[src/rtl/flash_seq_pkg.sv]
package flash_seq_pkg;

  typedef enum logic [2:0] {
    ST_IDLE,
    ST_WLO,
    ST_WHI,
    ST_RECOV,
    ST_RDLO,
    ST_RDHI,
    ST_FIN
  } seq_state_t;

  localparam logic [7:0] CMD_PROG_SETUP  = 8'h40;
  localparam logic [7:0] CMD_ERASE_SETUP = 8'h20;
  localparam logic [7:0] CMD_ERASE_CONF  = 8'hD0;
  localparam logic [7:0] CMD_CLR_STAT    = 8'h50;
  localparam logic [7:0] CMD_READ_ARRAY  = 8'hFF;

  function automatic int ns2cyc(input int ns, input int clk_ns);
    int c;
    c = (ns + clk_ns - 1) / clk_ns;
    return (c < 1) ? 1 : c;
  endfunction

  function automatic int imax(input int a, input int b);
    return (a > b) ? a : b;
  endfunction

endpackage

[src/rtl/fseq_timer.sv]
module fseq_timer #(
  parameter int TW = 8
) (
  input  logic          clk,
  input  logic          rst_n,
  input  logic          load,
  input  logic [TW-1:0] load_val,
  output logic          zero
);

  logic [TW-1:0] cnt_q;
  logic [TW-1:0] cnt_d;
  logic          cnt_en;

  always_comb begin
    cnt_en = load || (cnt_q != '0);
    cnt_d  = load ? load_val : (cnt_q - 1'b1);
  end

  always_ff @(posedge clk or negedge rst_n) begin
    if (!rst_n)      cnt_q <= '0;
    else if (cnt_en) cnt_q <= cnt_d;
  end

  assign zero = (cnt_q == '0);

endmodule

[src/rtl/fseq_watch.sv]
module fseq_watch #(
  parameter int LIMIT = 1000
) (
  input  logic clk,
  input  logic rst_n,
  input  logic run,
  output logic expired
);

  localparam int PW = $clog2(LIMIT + 1);

  logic [PW-1:0] cnt_q;
  logic [PW-1:0] cnt_d;
  logic          cnt_en;
  logic          hit;

  assign hit = (cnt_q >= PW'(LIMIT));

  always_comb begin
    cnt_en = !run || !hit;
    cnt_d  = run ? (cnt_q + 1'b1) : '0;
  end

  always_ff @(posedge clk or negedge rst_n) begin
    if (!rst_n)      cnt_q <= '0;
    else if (cnt_en) cnt_q <= cnt_d;
  end

  assign expired = run && hit;

endmodule

[src/rtl/flash_cmd_seq.sv]
module flash_cmd_seq
  import flash_seq_pkg::*;
#(
  parameter int AW         = 20,
  parameter int CLK_NS     = 10,
  parameter int T_WP_NS    = 50,
  parameter int T_WPH_NS   = 20,
  parameter int T_WC_NS    = 90,
  parameter int T_AS_NS    = 50,
  parameter int T_DS_NS    = 50,
  parameter int T_WB_NS    = 200,
  parameter int T_RD_NS    = 90,
  parameter int POLL_LIMIT = 60000000
) (
  input  logic          clk,
  input  logic          rst_n,
  input  logic          req_valid,
  output logic          req_ready,
  input  logic          req_erase,
  input  logic          req_boot,
  input  logic          req_byte,
  input  logic [AW-1:0] req_addr,
  input  logic [15:0]   req_data,
  output logic          done,
  output logic [7:0]    done_status,
  output logic          done_err,
  output logic          done_timeout,
  output logic          fl_ce_n,
  output logic          fl_we_n,
  output logic          fl_oe_n,
  output logic          fl_byte_n,
  output logic          fl_unlock,
  output logic [AW-1:0] fl_addr,
  output logic [15:0]   fl_dq_out,
  output logic [1:0]    fl_dq_oe,
  input  logic [15:0]   fl_dq_in
);

  localparam int LO_CYC  = ns2cyc(imax(T_WP_NS, imax(T_AS_NS, T_DS_NS)), CLK_NS);
  localparam int HI_CYC  = imax(ns2cyc(T_WPH_NS, CLK_NS),
                                imax(ns2cyc(T_WC_NS, CLK_NS) - LO_CYC, 1));
  localparam int WB_CYC  = ns2cyc(T_WB_NS, CLK_NS);
  localparam int REC_CYC = imax(WB_CYC - HI_CYC, 1);
  localparam int RD_CYC  = ns2cyc(T_RD_NS, CLK_NS);
  localparam int TMAX    = imax(imax(LO_CYC, HI_CYC), imax(REC_CYC, RD_CYC));
  localparam int TW      = $clog2(TMAX + 1);

  // reset: asserted asynchronously, released on a clock edge
  logic rst_s1_q, rst_q;
  always_ff @(posedge clk or negedge rst_n) begin
    if (!rst_n) begin
      rst_s1_q <= 1'b0;
      rst_q    <= 1'b0;
    end else begin
      rst_s1_q <= 1'b1;
      rst_q    <= rst_s1_q;
    end
  end

  seq_state_t    state_q, state_d;
  logic [1:0]    idx_q, idx_d;
  logic          erase_q, boot_q, byte_q;
  logic [AW-1:0] addr_q;
  logic [15:0]   data_q;
  logic [7:0]    stat_q;
  logic          to_q;
  logic          accept;
  logic          cap_en;
  logic          tmr_load;
  logic [TW-1:0] tmr_val;
  logic          tmr_zero;
  logic          poll_run;
  logic          poll_exp;

  fseq_timer #(.TW(TW)) u_tmr (
    .clk      (clk),
    .rst_n    (rst_q),
    .load     (tmr_load),
    .load_val (tmr_val),
    .zero     (tmr_zero)
  );

  assign poll_run = (state_q == ST_RECOV) || (state_q == ST_RDLO) || (state_q == ST_RDHI);

  fseq_watch #(.LIMIT(POLL_LIMIT)) u_watch (
    .clk     (clk),
    .rst_n   (rst_q),
    .run     (poll_run),
    .expired (poll_exp)
  );

  assign accept = (state_q == ST_IDLE) && req_valid;
  assign cap_en = (state_q == ST_RDLO) && tmr_zero;

  // next-state
  always_comb begin
    state_d = state_q;
    idx_d   = idx_q;
    case (state_q)
      ST_IDLE:  if (req_valid) begin state_d = ST_WLO; idx_d = 2'd0; end
      ST_WLO:   if (tmr_zero) state_d = ST_WHI;
      ST_WHI:   if (tmr_zero) begin
                  if (idx_q == 2'd1)      state_d = ST_RECOV;
                  else if (idx_q == 2'd3) state_d = ST_IDLE;
                  else begin state_d = ST_WLO; idx_d = idx_q + 2'd1; end
                end
      ST_RECOV: if (tmr_zero) state_d = ST_RDLO;
      ST_RDLO:  if (tmr_zero) state_d = (fl_dq_in[7] || poll_exp) ? ST_FIN : ST_RDHI;
      ST_RDHI:  state_d = ST_RDLO;
      ST_FIN:   begin state_d = ST_WLO; idx_d = 2'd2; end
      default:  state_d = ST_IDLE;
    endcase
  end

  always_comb begin
    tmr_load = (state_d != state_q);
    case (state_d)
      ST_WLO:   tmr_val = TW'(LO_CYC - 1);
      ST_WHI:   tmr_val = TW'(HI_CYC - 1);
      ST_RECOV: tmr_val = TW'(REC_CYC - 1);
      ST_RDLO:  tmr_val = TW'(RD_CYC - 1);
      default:  tmr_val = '0;
    endcase
  end

  // registers
  always_ff @(posedge clk or negedge rst_q) begin
    if (!rst_q) begin
      state_q <= ST_IDLE;
      idx_q   <= 2'd0;
    end else begin
      state_q <= state_d;
      idx_q   <= idx_d;
    end
  end

  always_ff @(posedge clk or negedge rst_q) begin
    if (!rst_q) begin
      erase_q <= 1'b0;
      boot_q  <= 1'b0;
      byte_q  <= 1'b0;
      addr_q  <= '0;
      data_q  <= '0;
    end else if (accept) begin
      erase_q <= req_erase;
      boot_q  <= req_boot;
      byte_q  <= req_byte;
      addr_q  <= req_addr;
      data_q  <= req_data;
    end
  end

  always_ff @(posedge clk or negedge rst_q) begin
    if (!rst_q) begin
      stat_q <= 8'h00;
      to_q   <= 1'b0;
    end else if (cap_en) begin
      stat_q <= fl_dq_in[7:0];
      to_q   <= !fl_dq_in[7] && poll_exp;
    end
  end

  // bus decode
  logic [7:0]  cmd_byte;
  logic        payload;
  logic        wr_phase;

  always_comb begin
    payload = 1'b0;
    case (idx_q)
      2'd0:    cmd_byte = erase_q ? CMD_ERASE_SETUP : CMD_PROG_SETUP;
      2'd1:    begin cmd_byte = CMD_ERASE_CONF; payload = !erase_q; end
      2'd2:    cmd_byte = CMD_CLR_STAT;
      default: cmd_byte = CMD_READ_ARRAY;
    endcase
  end

  assign wr_phase  = (state_q == ST_WLO) || (state_q == ST_WHI);
  assign fl_dq_out = payload ? (byte_q ? {8'h00, data_q[7:0]} : data_q) : {8'h00, cmd_byte};
  assign fl_dq_oe  = wr_phase ? (byte_q ? 2'b01 : 2'b11) : 2'b00;
  assign fl_ce_n   = (state_q == ST_IDLE);
  assign fl_we_n   = (state_q != ST_WLO);
  assign fl_oe_n   = (state_q != ST_RDLO);
  assign fl_byte_n = !byte_q;
  assign fl_unlock = boot_q && (state_q != ST_IDLE);
  assign fl_addr   = addr_q;

  assign req_ready    = (state_q == ST_IDLE);
  assign done         = (state_q == ST_FIN);
  assign done_status  = stat_q;
  assign done_timeout = to_q;
  assign done_err     = to_q || stat_q[5] || stat_q[4] || stat_q[3];

  // checker counter: length of the current write-enable low pulse
  logic [TW-1:0] we_lo_cnt;
  always_ff @(posedge clk or negedge rst_q) begin
    if (!rst_q)                                   we_lo_cnt <= '0;
    else if (fl_we_n)                             we_lo_cnt <= '0;
    else if (we_lo_cnt != {TW{1'b1}})             we_lo_cnt <= we_lo_cnt + 1'b1;
  end

  AST_NO_CONTEND: assert property (@(posedge clk) disable iff (!rst_q)
    !fl_oe_n |-> (fl_dq_oe == 2'b00));
  AST_TURNAROUND: assert property (@(posedge clk) disable iff (!rst_q)
    $fell(fl_oe_n) |-> ($past(fl_dq_oe) == 2'b00));
  AST_WE_LOW_MIN: assert property (@(posedge clk) disable iff (!rst_q)
    $rose(fl_we_n) |-> (we_lo_cnt >= TW'(LO_CYC)));
  AST_WE_HOLD: assert property (@(posedge clk) disable iff (!rst_q)
    (!fl_we_n && $past(!fl_we_n)) |-> ($stable(fl_addr) && $stable(fl_dq_out)));
  AST_DONE_PULSE: assert property (@(posedge clk) disable iff (!rst_q)
    done |=> !done);
  AST_BUSY_ADDR: assert property (@(posedge clk) disable iff (!rst_q)
    !req_ready |=> $stable(fl_addr));
  AST_UNLOCK_HOLD: assert property (@(posedge clk) disable iff (!rst_q)
    $fell(fl_unlock) |-> fl_we_n);

endmodule

[config.mk]
export PLATFORM = sky130hd
export DESIGN_NAME = flash_cmd_seq
export DESIGN_NICKNAME = d
export VERILOG_FILES = /design/src/rtl/flash_seq_pkg.sv /design/src/rtl/fseq_timer.sv /design/src/rtl/fseq_watch.sv /design/src/rtl/flash_cmd_seq.sv
export SDC_FILE = /design/constraint.sdc
export NUM_CORES = 1
export LEC_CHECK = 0
export ABC_AREA = 0
export BUFFER_PORTS_ARGS = -buffer_cell sky130_fd_sc_hd__buf_2
export CORE_MARGIN = 5
export CORE_UTILIZATION = 59
export CTS_BUF_LIST = sky130_fd_sc_hd__clkbuf_8
export DETAILED_ROUTE_END_ITERATION = 12
export GPL_ROUTABILITY_DRIVEN = 0
export PLACE_DENSITY_LB_ADDON = 0.1
export SYNTH_ARGS = -nofsm -noshare
export SYNTH_HDL_FRONTEND = slang
export SYNTH_HIERARCHICAL = 1
export SYNTH_SLANG_ARGS = --single-unit
[constraint.sdc]
create_clock -name clk -period 4.5 [get_ports clk]
set_clock_uncertainty 0.05 [all_clocks]
set_input_delay 0.9 -clock clk [delete_from_list [all_inputs] [get_ports clk]]
set_output_delay 0.9 -clock clk [all_outputs]
set_load 0.03 [all_outputs]
==> flow_summary_export.csv <==
group,metric,value,unit
flow_run,drv_cap,0,
cells_and_area,diodes,0,
global_routing,antenna_found_initial,0,
global_routing,grt_use_total,0.212,
cells_and_area,nNetsFinal,555,
clocking,cts_root_buffer,"clkbuf_8",
sta,period_needed,3.23,ns
power_and_ir_drop,total_leakage_power,0.00231,uW
clocking,ctsResizeCount,0,
clocking,cts.clk_slew.worst_paths,0.09,ns
critical_path,critPathRequiredTime,3.55,ns
global_routing,grt_pass1_wl,15300,um
sta,setup_viol,0,
logic_synthesis,synth_flop_cell,"dfrtp_1",
sta,slew_viol_final,0,
critical_path,crit_path_end_kind,"output pin",
cells_and_area,regArea,0.00216,mm^2
clocking,ctsHoldBuffers,0,
placement,placed_area,0.00486,mm^2
logic_synthesis,yosysMostFrequentCell,"dfrtp_1",
logic_synthesis,synthCells,392,
critical_path,path_class,"flip-flop to output pin",
detailed_routing,drcViolationCount,0,
die,fp.dieW,95.8,um
sta,rsz0062_at_grt,"no",
cells_and_area,area_growth,16.5,%
logic_synthesis,ys.warnings.count,6,
logic_synthesis,synth.area.top_cells,"dfrtp_1, mux2_2, nand2_1",
critical_path,cp.arrival,2.28,ns
critical_path,start_kind,"flip-flop",
clocking,cts_tree,"yes",
power_and_ir_drop,worst_ir_drop_vdd,0.419,mV
clocking,clock_latency,0.35,ns
detailed_routing,vias,3314,
global_routing,overflow,0,
sta,tightest_slew,1.04,ns
clocking,cts-buffers-inserted,9,
outcome,status,"finished, final reports clean",
logic_synthesis,yosysSeqAreaShare,0.496,
detailed_routing,dr.first_iter.drc_count,148,
sta,setup-tns-final,0,ns
die,start_util,0.602,
die,core_area,0.00721,mm^2
clocking,clockBufferDepth,2,
placement,port_buffers,104,
logic_synthesis,syn_nets,458,
clocking,clock-sinks,86,
critical_path,cp_max_fo,13,
clocking,postCtsSetupRepairBufs,0,
logic_synthesis,synth_common_cells,"dfrtp_1, mux2_2, nand2_1",
global_routing,grt_pass1_vias,3325,
detailed_routing,routed_wl,8890,um
detailed_routing,post_drt_wl_per_cell,15.0,um
cells_and_area,nFillCells,565,
die,num_rows,31,
global_routing,grt_max_degree,85,
detailed_routing,ant_nets,0,
sta,report.final.hold_viol_count,0,
logic_synthesis,synth.avg_cell_area,11.1,um^2
cells_and_area,multi_input_area,0.00198,mm^2
logic_synthesis,synthesis.area,0.00434,mm^2
cells_and_area,layout-drive-gt1-share,0.362,
sta,relSlewSlack,0.308,
sta,timing.fmax,309,MHz
worst_hold_path,holdCritPathClass,"primary input to asynchronous set/reset pin",
die,io_pins,113,
detailed_routing,vias_per_cell,5.59,
sta,period_share,0.719,
logic_synthesis,yosys.area.top_type,"dfrtp_1",
clocking,htree_levels,3,
die,die-area,0.00917,mm^2
sta,hold_slack,0.268,ns
logic_synthesis,yosysUniqueCellTypes,57,
cells_and_area,postLayoutCellArea,0.00506,mm^2
logic_synthesis,ys_async_sr_fraction,1.00,
logic_synthesis,synth_top_area_share,0.496,
detailed_routing,dr.pass1.iters,4,
power_and_ir_drop,p_per_area,667,mW/mm^2
critical_path,r2r_cells,8,
logic_synthesis,synth-edff-count,0,
logic_synthesis,ys_seq_elements,86,
placement,dp_hpwl,6360,um
die,die_height,95.8,um
==> registers in the layout (all words and copies together) (netlist names) <==
name,flops
rst_q,1
data_q,16
u_watch/cnt_q,26
idx_q,2
erase_q,1
done_timeout,1
rst_s1_q,1
u_tmr/cnt_q,5
boot_q,1
done_status,8
byte_q,1
state_q,3
fl_addr,20
==> per-layer routing <==
metal	routed length, um	track usage	share of wire	vias up
li1	-	-	-	1594
met1	3750	0.268	0.42	1618
met2	4390	0.351	0.49	90
met3	621	0.0633	0.070	12
met4	122	0.0687	0.014	0
met5	0	0	0	-
==> stage by stage <==
step	power [uW]	util	std cells	setup WS, ns
after floorplan	2510	-	392	1.84
after global placement	2830	0.674	577	1.65
after detailed placement	2880	0.674	577	1.67
after CTS	3410	0.701	593	1.25
after global routing	3610	0.701	593	0.975
final	3370	0.701	593	1.27
==> power by group <==
part	switching, uW	internal (uW)	leakage [uW]
registers	203	1040	0.00108
logic	997	611	0.00114
clock network	289	235	0.0000886
==> critical path: stages (launching register included) <==
cell and delay, ns:
dfrtp_1 0.43, inv_1 0.11, ha_1 0.28, inv_1 0.08, nor2_1 0.56, and3_1 0.26, buf_2 0.20
==> cells by family after synthesis <==
logic type,share of synthesized area
buf+inv,0.0478
mux,0.129
xor+xnor,0.0242
other cells,0.00173
simple gates,0.170
flops,0.496
fa+ha+maj,0.0231
compound gates,0.108
==> path summary, 6_finish.rpt <==
kind                                             from                          to  slack, ns
max                              idx_q[1]$_DFFE_PN0P_               fl_dq_out[15]       1.27
min                                             rst_n             rst_q$_DFF_PN0_       0.27
max reg2reg                u_tmr/cnt_q[0]$_DFFE_PN0P_  u_tmr/cnt_q[3]$_DFFE_PN0P_       1.73
min reg2reg                        rst_s1_q$_DFF_PN0_             rst_q$_DFF_PN0_       0.31
max in group asynchronous             rst_q$_DFF_PN0_    done_timeout$_DFFE_PN0P_       3.28
min in group clk                   rst_s1_q$_DFF_PN0_             rst_q$_DFF_PN0_       0.31
==> cell usage in the layout (no fill, tap or decap), types with 2 or more instances in the layout <==
cell / netlist / layout
inv_1: 19 / 19
o31ai_1: 8 / 8
nor2b_1: 2 / 2
a21oi_1: 20 / 20
and4_1: 4 / 4
conb_1: 2 / 2
mux2i_1: 3 / 3
xnor2_1: 11 / 11
a21o_1: 5 / 5
nand2b_1: 6 / 6
and2_1: 3 / 3
a2111oi_2: 2 / 2
nand2_1: 27 / 27
clkinvlp_4: 0 / 3
buf_2: 4 / 104
o21ai_1: 2 / 2
or4_1: 6 / 6
o21ai_0: 13 / 13
dfrtp_1: 86 / 85
mux2_2: 44 / 44
ha_1: 8 / 8
nor3_1: 4 / 4
a31oi_1: 3 / 3
clkbuf_8: 0 / 11
o31a_1: 2 / 2
inv_6: 0 / 2
nand4_1: 5 / 5
nor2_1: 24 / 24
and3_1: 11 / 11
o22a_1: 2 / 2
nand3_1: 10 / 10
a22oi_1: 3 / 3
or3_1: 7 / 7
nor4_1: 6 / 6
mux2_1: 3 / 3
==> final cells by class <==
cell class,instances,area share
sequential,86,0.426
multi-input combinational,267,0.392
timing repair buffer,105,0.104
clock buffer,11,0.0299
tap,99,0.0245
inverter,20,0.0148
clock inverter,5,0.00792
Note: power is estimated with default switching activity, not from simulation.
